$ cat src/rtl/lsd_pkg.sv
package lsd_pkg;

   // Index of each asynchronous input inside the synchroniser vector
   localparam int unsigned IDX_EN   = 0;
   localparam int unsigned IDX_IN   = 1;
   localparam int unsigned IDX_OC   = 2;
   localparam int unsigned IDX_UC   = 3;
   localparam int unsigned IDX_LOWV = 4;
   localparam int unsigned IDX_OT   = 5;
   localparam int unsigned NUM_FLAGS = 6;

   // Reason that the diagnostic flag is pulled low, in priority order
   typedef enum logic [2:0] {
      CAUSE_NONE     = 3'd0,
      CAUSE_OVERTEMP = 3'd1,
      CAUSE_DISABLED = 3'd2,
      CAUSE_OVERLOAD = 3'd3,
      CAUSE_OPEN_ON  = 3'd4,
      CAUSE_LOW_OFF  = 3'd5
   } diag_cause_e;

   typedef struct packed {
      logic en;
      logic cmd;
      logic oc;
      logic uc;
      logic lowv;
      logic ot;
   } chan_flags_t;

endpackage

$ cat src/rtl/lsd_sync.sv
module lsd_sync #(
   parameter int unsigned WIDTH  = 6,
   parameter int unsigned STAGES = 2
) (
   input  logic             clk,
   input  logic             rst_n,
   input  logic [WIDTH-1:0] d_async,
   output logic [WIDTH-1:0] q_sync
);

   generate
      if (STAGES < 2) begin : g_bad_stages
         $error("lsd_sync: STAGES must be at least 2");
      end
      if (WIDTH < 1) begin : g_bad_width
         $error("lsd_sync: WIDTH must be at least 1");
      end
   endgenerate

   logic [WIDTH-1:0] stage_q [STAGES];

   generate
      for (genvar s = 0; s < STAGES; s++) begin : g_stage
         if (s == 0) begin : g_first
            always_ff @(posedge clk or negedge rst_n) begin
               if (!rst_n) stage_q[s] <= '0;
               else        stage_q[s] <= d_async;
            end
         end else begin : g_next
            always_ff @(posedge clk or negedge rst_n) begin
               if (!rst_n) stage_q[s] <= '0;
               else        stage_q[s] <= stage_q[s-1];
            end
         end
      end
   endgenerate

   assign q_sync = stage_q[STAGES-1];

endmodule

$ cat src/rtl/lsd_tick_timer.sv
module lsd_tick_timer #(
   parameter int unsigned LIMIT = 160
) (
   input  logic clk,
   input  logic rst_n,
   input  logic tick,
   input  logic run,
   output logic expired
);

   localparam int unsigned CW = (LIMIT < 2) ? 1 : $clog2(LIMIT + 1);
   localparam logic [CW-1:0] LIM_C = CW'(LIMIT);

   generate
      if (LIMIT < 1) begin : g_bad_limit
         $error("lsd_tick_timer: LIMIT must be at least 1");
      end
   endgenerate

   logic [CW-1:0] cnt_q;
   logic          at_limit;

   assign at_limit = (cnt_q == LIM_C);
   assign expired  = run && at_limit;

   always_ff @(posedge clk or negedge rst_n) begin
      if (!rst_n) begin
         cnt_q <= '0;
      end else if (!run) begin
         cnt_q <= '0;
      end else if (tick && !at_limit) begin
         cnt_q <= cnt_q + CW'(1);
      end
   end

   AST_CNT_BOUND: assert property (@(posedge clk) disable iff (!rst_n)
      cnt_q <= LIM_C);
   AST_CNT_RESTART: assert property (@(posedge clk) disable iff (!rst_n)
      !run |=> (cnt_q == '0));
   AST_CNT_NO_TICK_HOLD: assert property (@(posedge clk) disable iff (!rst_n)
      (run && !tick) |=> $stable(cnt_q) || !$past(run));

endmodule

$ cat src/rtl/lsd_fault_latch.sv
module lsd_fault_latch (
   input  logic clk,
   input  logic rst_n,
   input  logic set_i,
   input  logic clr_i,
   output logic q
);

   // Set dominates clear
   always_ff @(posedge clk or negedge rst_n) begin
      if (!rst_n)     q <= 1'b0;
      else if (set_i) q <= 1'b1;
      else if (clr_i) q <= 1'b0;
   end

   AST_LATCH_HOLD: assert property (@(posedge clk) disable iff (!rst_n)
      (q && !clr_i) |=> q);
   AST_LATCH_RELEASE: assert property (@(posedge clk) disable iff (!rst_n)
      (clr_i && !set_i) |=> !q);

endmodule

$ cat src/rtl/lsd_diag_resolve.sv
module lsd_diag_resolve
   import lsd_pkg::*;
(
   input  chan_flags_t flags,
   input  logic        ot_latched,
   input  logic        ol_latched,
   input  logic        open_qual,
   input  logic        low_qual,
   output diag_cause_e cause,
   output logic        diag_ok
);

   always_comb begin
      if (flags.ot || ot_latched)  cause = CAUSE_OVERTEMP;
      else if (!flags.en)          cause = CAUSE_DISABLED;
      else if (ol_latched)         cause = CAUSE_OVERLOAD;
      else if (flags.cmd)          cause = open_qual ? CAUSE_OPEN_ON : CAUSE_NONE;
      else                         cause = low_qual  ? CAUSE_LOW_OFF : CAUSE_NONE;
   end

   assign diag_ok = (cause == CAUSE_NONE);

endmodule

$ cat src/rtl/lsd_channel_supervisor.sv
module lsd_channel_supervisor
   import lsd_pkg::*;
#(
   parameter int unsigned OL_TICKS    = 160,
   parameter int unsigned OPEN_TICKS  = 30,
   parameter int unsigned HL_TICKS    = 65,
   parameter int unsigned SYNC_STAGES = 2
) (
   input  logic clk,
   input  logic rst_n,
   input  logic tick,
   input  logic en_a,
   input  logic in_a,
   input  logic oc_a,
   input  logic uc_a,
   input  logic lowv_a,
   input  logic ot_a,
   output logic gate_on,
   output logic diag_n
);

   generate
      if (OL_TICKS < 1 || OPEN_TICKS < 1 || HL_TICKS < 1) begin : g_bad_delays
         $error("lsd_channel_supervisor: delay counts must be at least 1");
      end
   endgenerate

   logic [NUM_FLAGS-1:0] raw_vec;
   logic [NUM_FLAGS-1:0] sync_vec;
   chan_flags_t          f;

   assign raw_vec[IDX_EN]   = en_a;
   assign raw_vec[IDX_IN]   = in_a;
   assign raw_vec[IDX_OC]   = oc_a;
   assign raw_vec[IDX_UC]   = uc_a;
   assign raw_vec[IDX_LOWV] = lowv_a;
   assign raw_vec[IDX_OT]   = ot_a;

   lsd_sync #(
      .WIDTH  (NUM_FLAGS),
      .STAGES (SYNC_STAGES)
   ) u_sync (
      .clk     (clk),
      .rst_n   (rst_n),
      .d_async (raw_vec),
      .q_sync  (sync_vec)
   );

   assign f.en   = sync_vec[IDX_EN];
   assign f.cmd  = sync_vec[IDX_IN];
   assign f.oc   = sync_vec[IDX_OC];
   assign f.uc   = sync_vec[IDX_UC];
   assign f.lowv = sync_vec[IDX_LOWV];
   assign f.ot   = sync_vec[IDX_OT];

   // Fault latches
   logic ol_lat, ot_lat;
   logic ol_run, ol_expired;
   logic open_run, open_qual;
   logic low_run, low_qual;

   // The overload delay runs on overcurrent, and also on overtemperature
   // with the input still high (the output sees an overdrop in both cases)
   assign ol_run   = f.en && f.cmd && (f.oc || f.ot) && !ol_lat;
   assign open_run = f.en && f.cmd && f.uc;
   assign low_run  = f.en && !f.cmd && f.lowv;

   lsd_tick_timer #(.LIMIT(OL_TICKS)) u_ol_timer (
      .clk     (clk),
      .rst_n   (rst_n),
      .tick    (tick),
      .run     (ol_run),
      .expired (ol_expired)
   );

   lsd_tick_timer #(.LIMIT(OPEN_TICKS)) u_open_timer (
      .clk     (clk),
      .rst_n   (rst_n),
      .tick    (tick),
      .run     (open_run),
      .expired (open_qual)
   );

   lsd_tick_timer #(.LIMIT(HL_TICKS)) u_low_timer (
      .clk     (clk),
      .rst_n   (rst_n),
      .tick    (tick),
      .run     (low_run),
      .expired (low_qual)
   );

   lsd_fault_latch u_ol_latch (
      .clk   (clk),
      .rst_n (rst_n),
      .set_i (ol_expired),
      .clr_i (!f.cmd),
      .q     (ol_lat)
   );

   lsd_fault_latch u_ot_latch (
      .clk   (clk),
      .rst_n (rst_n),
      .set_i (f.ot),
      .clr_i (!f.cmd),
      .q     (ot_lat)
   );

   diag_cause_e cause;
   logic        diag_ok;

   lsd_diag_resolve u_resolve (
      .flags      (f),
      .ot_latched (ot_lat),
      .ol_latched (ol_lat),
      .open_qual  (open_qual),
      .low_qual   (low_qual),
      .cause      (cause),
      .diag_ok    (diag_ok)
   );

   logic gate_q, diag_q;

   always_ff @(posedge clk or negedge rst_n) begin
      if (!rst_n) begin
         gate_q <= 1'b0;
         diag_q <= 1'b0;
      end else begin
         gate_q <= f.en && f.cmd && !f.ot && !ol_lat;
         diag_q <= diag_ok;
      end
   end

   assign gate_on = gate_q;
   assign diag_n  = diag_q;

   AST_EN_LOW_OFF: assert property (@(posedge clk) disable iff (!rst_n)
      !f.en |=> (!gate_on && !diag_n));
   AST_OT_FORCES_OFF: assert property (@(posedge clk) disable iff (!rst_n)
      f.ot |=> (!gate_on && !diag_n));
   AST_OL_BLOCKS_GATE: assert property (@(posedge clk) disable iff (!rst_n)
      ol_lat |=> !gate_on);
   AST_OL_CLEARS_ON_LOW: assert property (@(posedge clk) disable iff (!rst_n)
      !f.cmd |=> !ol_lat);
   AST_OT_CLEARS_ON_LOW: assert property (@(posedge clk) disable iff (!rst_n)
      (!f.cmd && !f.ot) |=> !ot_lat);
   AST_OT_DIAG_HELD: assert property (@(posedge clk) disable iff (!rst_n)
      (ot_lat && f.cmd) |=> !diag_n);
   AST_OPEN_KEEPS_GATE: assert property (@(posedge clk) disable iff (!rst_n)
      (open_qual && !f.ot && !ol_lat) |=> gate_on);

endmodule

$ cat config.mk
export PLATFORM = sky130hd
export DESIGN_NAME = lsd_channel_supervisor
export DESIGN_NICKNAME = d
export VERILOG_FILES = /design/src/rtl/lsd_pkg.sv /design/src/rtl/lsd_sync.sv /design/src/rtl/lsd_tick_timer.sv /design/src/rtl/lsd_fault_latch.sv /design/src/rtl/lsd_diag_resolve.sv /design/src/rtl/lsd_channel_supervisor.sv
export SDC_FILE = /design/constraint.sdc
export NUM_CORES = 1
export LEC_CHECK = 0
export ABC_AREA = 1
export BUFFER_PORTS_ARGS = -buffer_cell sky130_fd_sc_hd__buf_2
export CORE_ASPECT_RATIO = 1.1
export CORE_MARGIN = 2
export CORE_UTILIZATION = 45
export CTS_BUF_LIST = sky130_fd_sc_hd__clkbuf_16
export CTS_CLUSTER_SIZE = 10
export DETAILED_ROUTE_END_ITERATION = 16
export HOLD_SLACK_MARGIN = 0.06
export PLACE_DENSITY = 0.62
export SLEW_MARGIN = 10
export SYNTH_ARGS = -nofsm -noshare
export SYNTH_HDL_FRONTEND = slang
export SYNTH_SLANG_ARGS = --single-unit
$ cat constraint.sdc
create_clock -name clk -period 2 [get_ports clk]
set_input_delay 0.4 -clock clk [delete_from_list [all_inputs] [get_ports clk]]
set_output_delay 0.4 -clock clk [all_outputs]
set_load 0.02 [all_outputs]
==> results_dict.tcl, run 1 <==
set metrics [dict create \
    rows 23 \
    synth_edf_count 0 \
    postCtsHoldBufs 0 \
    place_ws_ns 0.575 \
    timing.rr.start "u_ol_timer.cnt_q[0]" \
    fin_nets 244 \
    yosys.area.top_type "dfrtp_1" \
    synth_most_common_cell "nand2_1" \
    place.gp.congestion 0.896 \
    cts_root_buf "clkbuf_16" \
    arrival_ns 1.66 \
    syn_area_um2 1780 \
    grt_first_pass_wirelength_um 5510 \
    cp_slowest_stage_delay_ns 0.37 \
    synth_common_cells "nand2_1 (56), dfrtp_1 (36), inv_1 (27), nand3_1 (27), nor2_1 (23)" \
    cp_data_required_time_ns 2.21 \
    avgSynthCellArea_um2 8.38 \
    final_util_pct 55.5 \
    ant_nets 0 \
    io_buffers 10 \
    ys_types 21 \
    synth_flop_cell "dfrtp_1" \
    wirelength_um 3140 \
    dp_hpwl_um 2230 \
    cp.depth 7 \
    syn2layout_area_growth_pct 16.0 \
    via_per_inst 4.86 \
    grt_max_degree 37 \
    clk_latency_ns 0.28 \
    crit_start "u_ol_timer.cnt_q[0]" \
    diodes 0 \
    maxCapViolations 0 \
    timing.fmax_mhz 693 \
    drtPass1Iterations 4 \
    tightest_slew_ns 0.436 \
    startpoint_type "register" \
    cts.clk_slew.worst_paths_ns 0.06 \
    synthCells 212 \
    cts_tree "yes" \
    finalMaxSlewViolations 0 \
    fin_ws_ns 0.557 \
    period_needed_ns 1.44 \
    crit_chain "inv_1 -> ha_1 -> nand3_1 -> nor2_1 -> nor2_1 -> nand3_1 -> o21ai_2" \
    powerDensity_nw_per_um2 837 \
    crit_family "simple AND/OR/NAND/NOR gates" \
    hp-class "input pin to asynchronous set/reset pin" \
    relSlewSlack_pct 71.0 \
    die_w_um 63.9 \
    post-route-period-util_pct 72.1 \
    antenna_found_initial 0 \
    slowest_stage "dfrtp_1" \
    ys_ff_latch 36 \
    nFillCells 337 \
    coreArea_um2 3710 \
    reg2reg_slack_ns 0.56 \
    instances_no_fill 280 \
    p_leak_uw 0.00103 \
    wire_per_inst_um 11.2 \
    worst-path-buf-inv 1 \
    num_io_pins 11 \
    die_h_um 69.9 \
    ctsResizeCount 0 \
    die-area_um2 4470 \
    fin_skew_ns 0.00400 \
    yosysSeqAreaShare_pct 50.7 \
    post_cts_buffers 0 \
    clk_path_buf_depth 2 \
    finalSetupViolCount 0 \
    holdWs_ns 0.131 \
    async_flop_share_pct 100 \
    cp_max_fo 5 \
    cts_sinks 36 \
    rsz0062_at_grt "false" \
    reg2reg_depth 7 \
    endpoint "u_ol_timer.cnt_q[0]" \
    reg2reg_to "u_ol_timer.cnt_q[0]" \
    floorplan.initialDensity_pct 47.9 \
    drt_iter0_markers 102 \
    outcome "finished clean" \
    synth_top_area_share_pct 50.7 \
    setup_tns_ns 0 \
    irDropWorstVdd_uv 680 \
    ys_warn_count 0 \
    grt-ovfl-total 0 \
    ys_top_cells_by_area "dfrtp_1 (51%), nand2_1 (12%), nand3_1 (7.6%)" \
    syn_nets 227 \
    placedCellCount 272 \
    htree_levels 2 \
    hold_viol_final 0 \
    via_count 1360 \
    numCtsBuffers 5 \
    drcViolationCount 0 \
    crit_type "register to register" \
    crit_path_end_kind "register" \
    first_global_vias 1296 \
    layout-drive-gt1-share_pct 14.3 \
    grt_usage_pct 16.2 \
]
==> layout make-up <==
type                       count  area [um2]  area share, %
sequential                    36         901           43.7
multi-input combinational    147         763           37.0
clock buffer                   5         125           6.07
inverter                      28         105           5.10
tap                           50        62.6           3.04
timing repair buffer          11        57.6           2.79
clock inverter                 3        46.3           2.25
==> layout by cell type, fill, tap and decap left out <==
cell type,instances
buf_2,10
nand2_2,2
nand3_1,27
dfrtp_1,36
xnor2_1,1
inv_1,27
o22ai_1,1
xor2_1,5
ha_1,6
nand3b_1,1
clkbuf_16,5
o21ai_0,8
o21ai_2,3
bufinv_16,1
nand2_4,1
inv_6,1
nand2_1,56
o21ai_4,1
clkinvlp_4,1
nor2_1,23
nand4_1,5
nor3_1,1
inv_2,1
buf_4,1
nor2_4,2
nor2_2,4
==> worst register-to-register path, cell delays in order (launching register included) <==
cell     delay [ns]
dfrtp_1        0.37
inv_1          0.10
ha_1           0.20
nand3_1        0.14
nor2_1         0.09
nor2_1         0.26
nand3_1        0.14
o21ai_2        0.07
==> routing by layer <==
metal  vias up  part of all wire (%)  global-route usage [%]
met5         -                     0                       0
met4         0                   1.5                    8.45
met3         5                   4.6                    5.48
met2        21                    48                    26.0
met1       630                    46                    19.1
li1        704                     -                       -
==> flip-flops by register name (all words and copies together), names as in the netlist <==
signal,cells
u_ol_timer.cnt_q,8
u_sync.stage_q,6
u_open_timer.cnt_q,5
u_ot_latch.q,1
gate_on,1
diag_n,1
u_ol_latch.q,1
u_sync.q_sync,6
u_low_timer.cnt_q,7
==> power breakdown <==
group / switching (uW) / internal [uW]
Combinational: 51.0 / 20.2
Clock: 308 / 591
Sequential: 8.03 / 747
==> metrics by stage <==
| stage | total power [uW] | area (um2) |
|---|---|---|
| after floorplan | 806 | 1780 |
| after global placement | 840 | 1890 |
| after detailed placement | 841 | 1890 |
| after CTS | 1750 | 2060 |
| after global routing | 1790 | 2060 |
| final | 1730 | 2060 |
==> how the worst min path moves through the flow <==
stage	slack [ns]	depth (start not counted)	end	start
4_1_cts	0.16	2	u_low_timer.cnt_q[5]	rst_n
5_1_grt	0.18	2	u_low_timer.cnt_q[6]	rst_n
2_1_floorplan	0.10	0	diag_n	rst_n
3_3_place_gp	0.33	0	u_sync.q_sync[5]	u_sync.stage_q[11]
6_report	0.13	2	u_low_timer.cnt_q[4]	rst_n
3_5_place_dp	0.34	0	u_sync.q_sync[2]	u_sync.stage_q[8]
==> cell families after synthesis <==
| logic type | after synthesis | share of synthesized area (%) |
|---|---|---|
| compound gates | 13 | 5.00 |
| xor+xnor | 6 | 2.96 |
| fa+ha+maj | 6 | 4.23 |
| buf+inv | 29 | 6.34 |
| flops | 36 | 50.7 |
| simple gates | 122 | 30.8 |
Power figures use the tool's default switching activity.
==> run 2: changes to the inputs <==
--- a/config.mk
+++ b/config.mk
@@ -14,7 +14,7 @@
 export CTS_CLUSTER_SIZE = 10
 export DETAILED_ROUTE_END_ITERATION = 16
 export HOLD_SLACK_MARGIN = 0.06
-export PLACE_DENSITY = 0.62
+export PLACE_DENSITY = 0.64
 export SLEW_MARGIN = 10
 export SYNTH_ARGS = -nofsm -noshare
 export SYNTH_HDL_FRONTEND = slang
==> constraint.sdc (replaced) <==
create_clock -name clk -period 1.32 [get_ports clk]
set_input_delay 0.264 -clock clk [delete_from_list [all_inputs] [get_ports clk]]
set_output_delay 0.264 -clock clk [all_outputs]
set_load 0.02 [all_outputs]
==> run 2 against run 1 <==
Against the previous run:
- the run now ends with setup timing left
- non-clock buffer count grew 20
- critical endpoint is now u_low_timer.cnt_q[6]
- clock-buffer cell count is the same
- clock skew shrank 0.0015 ns
- hold slack lost 0.040 ns
- utilization grew 6.5 points
- highest routed layer unchanged
- maximum frequency grew 7.8%
- setup slack lost 0.58 ns
- sequential power grew 51%
- routed wire length grew 7.3%
- global-route usage grew 0.13 points
- sequential share of layout area shrank 4.6 points
- final cell count grew 7.1%
==> results_dict.tcl, run 2 (synthesis gave the netlist of run 1 again) <==
set metrics [dict create \
    layout-drive-gt1-share_pct 26.8 \
    arrival_ns 1.56 \
    grt-ovfl-total 0 \
    crit_family "simple AND/OR/NAND/NOR gates" \
    rows 23 \
    io_buffers 10 \
    irDropWorstVdd_uv 1010 \
    timing.fmax_mhz 747 \
    die_h_um 69.9 \
    cpMostUsedCell "nor2_4" \
    worst-path-buf-inv 1 \
    final_util_pct 62.0 \
    powerDensity_nw_per_um2 1060 \
    fin_nets 264 \
    dp_hpwl_um 2280 \
    grt_usage_pct 16.4 \
    period_needed_ns 1.34 \
    cts_tree "yes" \
    htree_levels 2 \
    grt_first_pass_wirelength_um 5710 \
    grt_max_degree 37 \
    clk_path_buf_depth 2 \
    die-area_um2 4470 \
    wl_met3_um 93 \
    holdWs_ns 0.0918 \
    final_cell_mix "nand2_1 (52), dfrtp_1 (36), inv_1 (25)" \
    cp_max_fo 6 \
    floorplan.initialDensity_pct 47.9 \
    fin_skew_ns 0.00249 \
    startpoint_type "register" \
    routed.top_layer "met4" \
    cts_sinks 36 \
    drt_iter0_markers 51 \
    cts.clk_slew.worst_paths_ns 0.06 \
    clk_latency_ns 0.28 \
    die_w_um 63.9 \
    coreArea_um2 3710 \
    cp_slowest_stage_delay_ns 0.41 \
    diodes 0 \
    largest_register "u_ol_timer.cnt_q" \
    cts_root_buf "clkbuf_16" \
    maxCapViolations 0 \
    routed-wl-met2_um 1690 \
    failed_checks "setup timing" \
    final_common_cell "nand2_1" \
    p_leak_uw 0.00114 \
    hp-class "input pin to register" \
    via_per_inst 4.82 \
    num_io_pins 11 \
    numCtsBuffers 5 \
    multi_input_area_um2 851 \
    place.gp.congestion 0.776 \
    syn2layout_area_growth_pct 29.6 \
    fin_ws_ns -0.0187 \
    wire_per_inst_um 11.2 \
    drtPass1Iterations 4 \
    largest_reg_flops 8 \
    drcViolationCount 0 \
    post-route-period-util_pct 101 \
    wl_met1_um 1510 \
    finalSetupViolCount 6 \
    finalMaxSlewViolations 0 \
    relSlewSlack_pct 82.4 \
    crit_chain "inv_1 -> ha_2 -> nand3_2 -> nor2_4 -> nor2_4 -> nor2_4 -> nand2_1 -> nand2_1" \
    first_global_vias 1330 \
    slowest_stage "dfrtp_1" \
    ant_nets 0 \
    regArea_um2 901 \
    outcome "finished, violations left" \
    antenna_found_initial 0 \
    cp_data_required_time_ns 1.54 \
    via_count 1447 \
    reg_top3 "u_ol_timer.cnt_q (8), u_low_timer.cnt_q (7)" \
    wirelength_um 3370 \
    crit_path_end_kind "register" \
    crit_type "register to register" \
    nFillCells 310 \
    rsz0062_at_grt "true" \
    hold_viol_final 0 \
    tightest_slew_ns 0.263 \
]
## run 2: cell count changes in the layout (fill, tap and decap cells not counted), moves of 3 or more
cell,before,now
ha_1,6,3
nor2_4,2,5
nand2_2,2,5
nor2_1,23,20
buf_6,0,3
nand3_1,27,24
buf_4,1,16
nand2_1,56,52
## run 2: routing by layer
| metal | vias up | track usage [%] |
|---|---|---|
| li1 | 744 | - |
| met1 | 671 | 20.9 |
| met2 | 24 | 25.8 |
| met3 | 8 | 3.86 |
| met4 | 0 | 7.97 |
| met5 | - | 0 |
## run 2: final timing paths
check | start | end | slack [ns] | depth (start not counted)
worst max-delay path | u_low_timer.cnt_q[1] | u_low_timer.cnt_q[6] | -0.02 | 8
worst max register to register | u_low_timer.cnt_q[1] | u_low_timer.cnt_q[6] | -0.02 | 8
max in group asynchronous | rst_n | u_open_timer.cnt_q[0] | 0.67 | 3
worst min register to register | u_sync.stage_q[10] | u_sync.q_sync[4] | 0.35 | 0
min in group asynchronous | rst_n | u_sync.stage_q[6] | 0.48 | 3
worst min-delay path | ot_a | u_sync.stage_q[11] | 0.09 | 1
## run 2: worst reg2reg max path, cell delays in order (launching register included)
cell,delay (ns)
dfrtp_1,0.41
inv_1,0.07
ha_2,0.18
nand3_2,0.09
nor2_4,0.17
nor2_4,0.07
nor2_4,0.17
nand2_1,0.07
nand2_1,0.06
## run 2: final cells by class
cell class / count / share of cell area [%]
clock buffer: 5 / 5.43
inverter: 28 / 4.57
sequential: 36 / 39.1
tap: 50 / 2.72
multi-input combinational: 147 / 37.0
clock inverter: 3 / 1.03
timing repair buffer: 31 / 10.2
## run 2: power by group
| group | internal, uW | total [uW] | switching [uW] |
|---|---|---|---|
| Combinational | 59.1 | 149 | 90.3 |
| Sequential | 1130 | 1140 | 10.8 |
| Clock | 700 | 1150 | 445 |
| Total | 1890 | 2440 | 546 |
## run 2: through the flow
stage | worst slack, ns | cells | TNS (ns) | instance area (um2) | total power [uW]
finish | -0.0187 | 300 | -0.0584 | 2300 | 2440
global route | -0.112 | 300 | -0.939 | 2300 | 2550
CTS | 0.00144 | 295 | 0 | 2170 | 2460
detailed placement | -0.0692 | 286 | -0.209 | 2010 | 1290
global placement | -0.0483 | 286 | -0.0951 | 2010 | 1290
floorplan | 0.000753 | 212 | 0 | 1780 | 1220
## run 2: what timing repair did
| action | CTS | global route |
|---|---|---|
| endpoints found under the hold margin | 36 | 0 |
| hold buffers | 1 | 0 |
| gates resized for setup | 2 | 24 |
| pin swaps | 1 | 12 |
| setup endpoints to repair | 8 | 18 |
| buffers inserted | 0 | 5 |
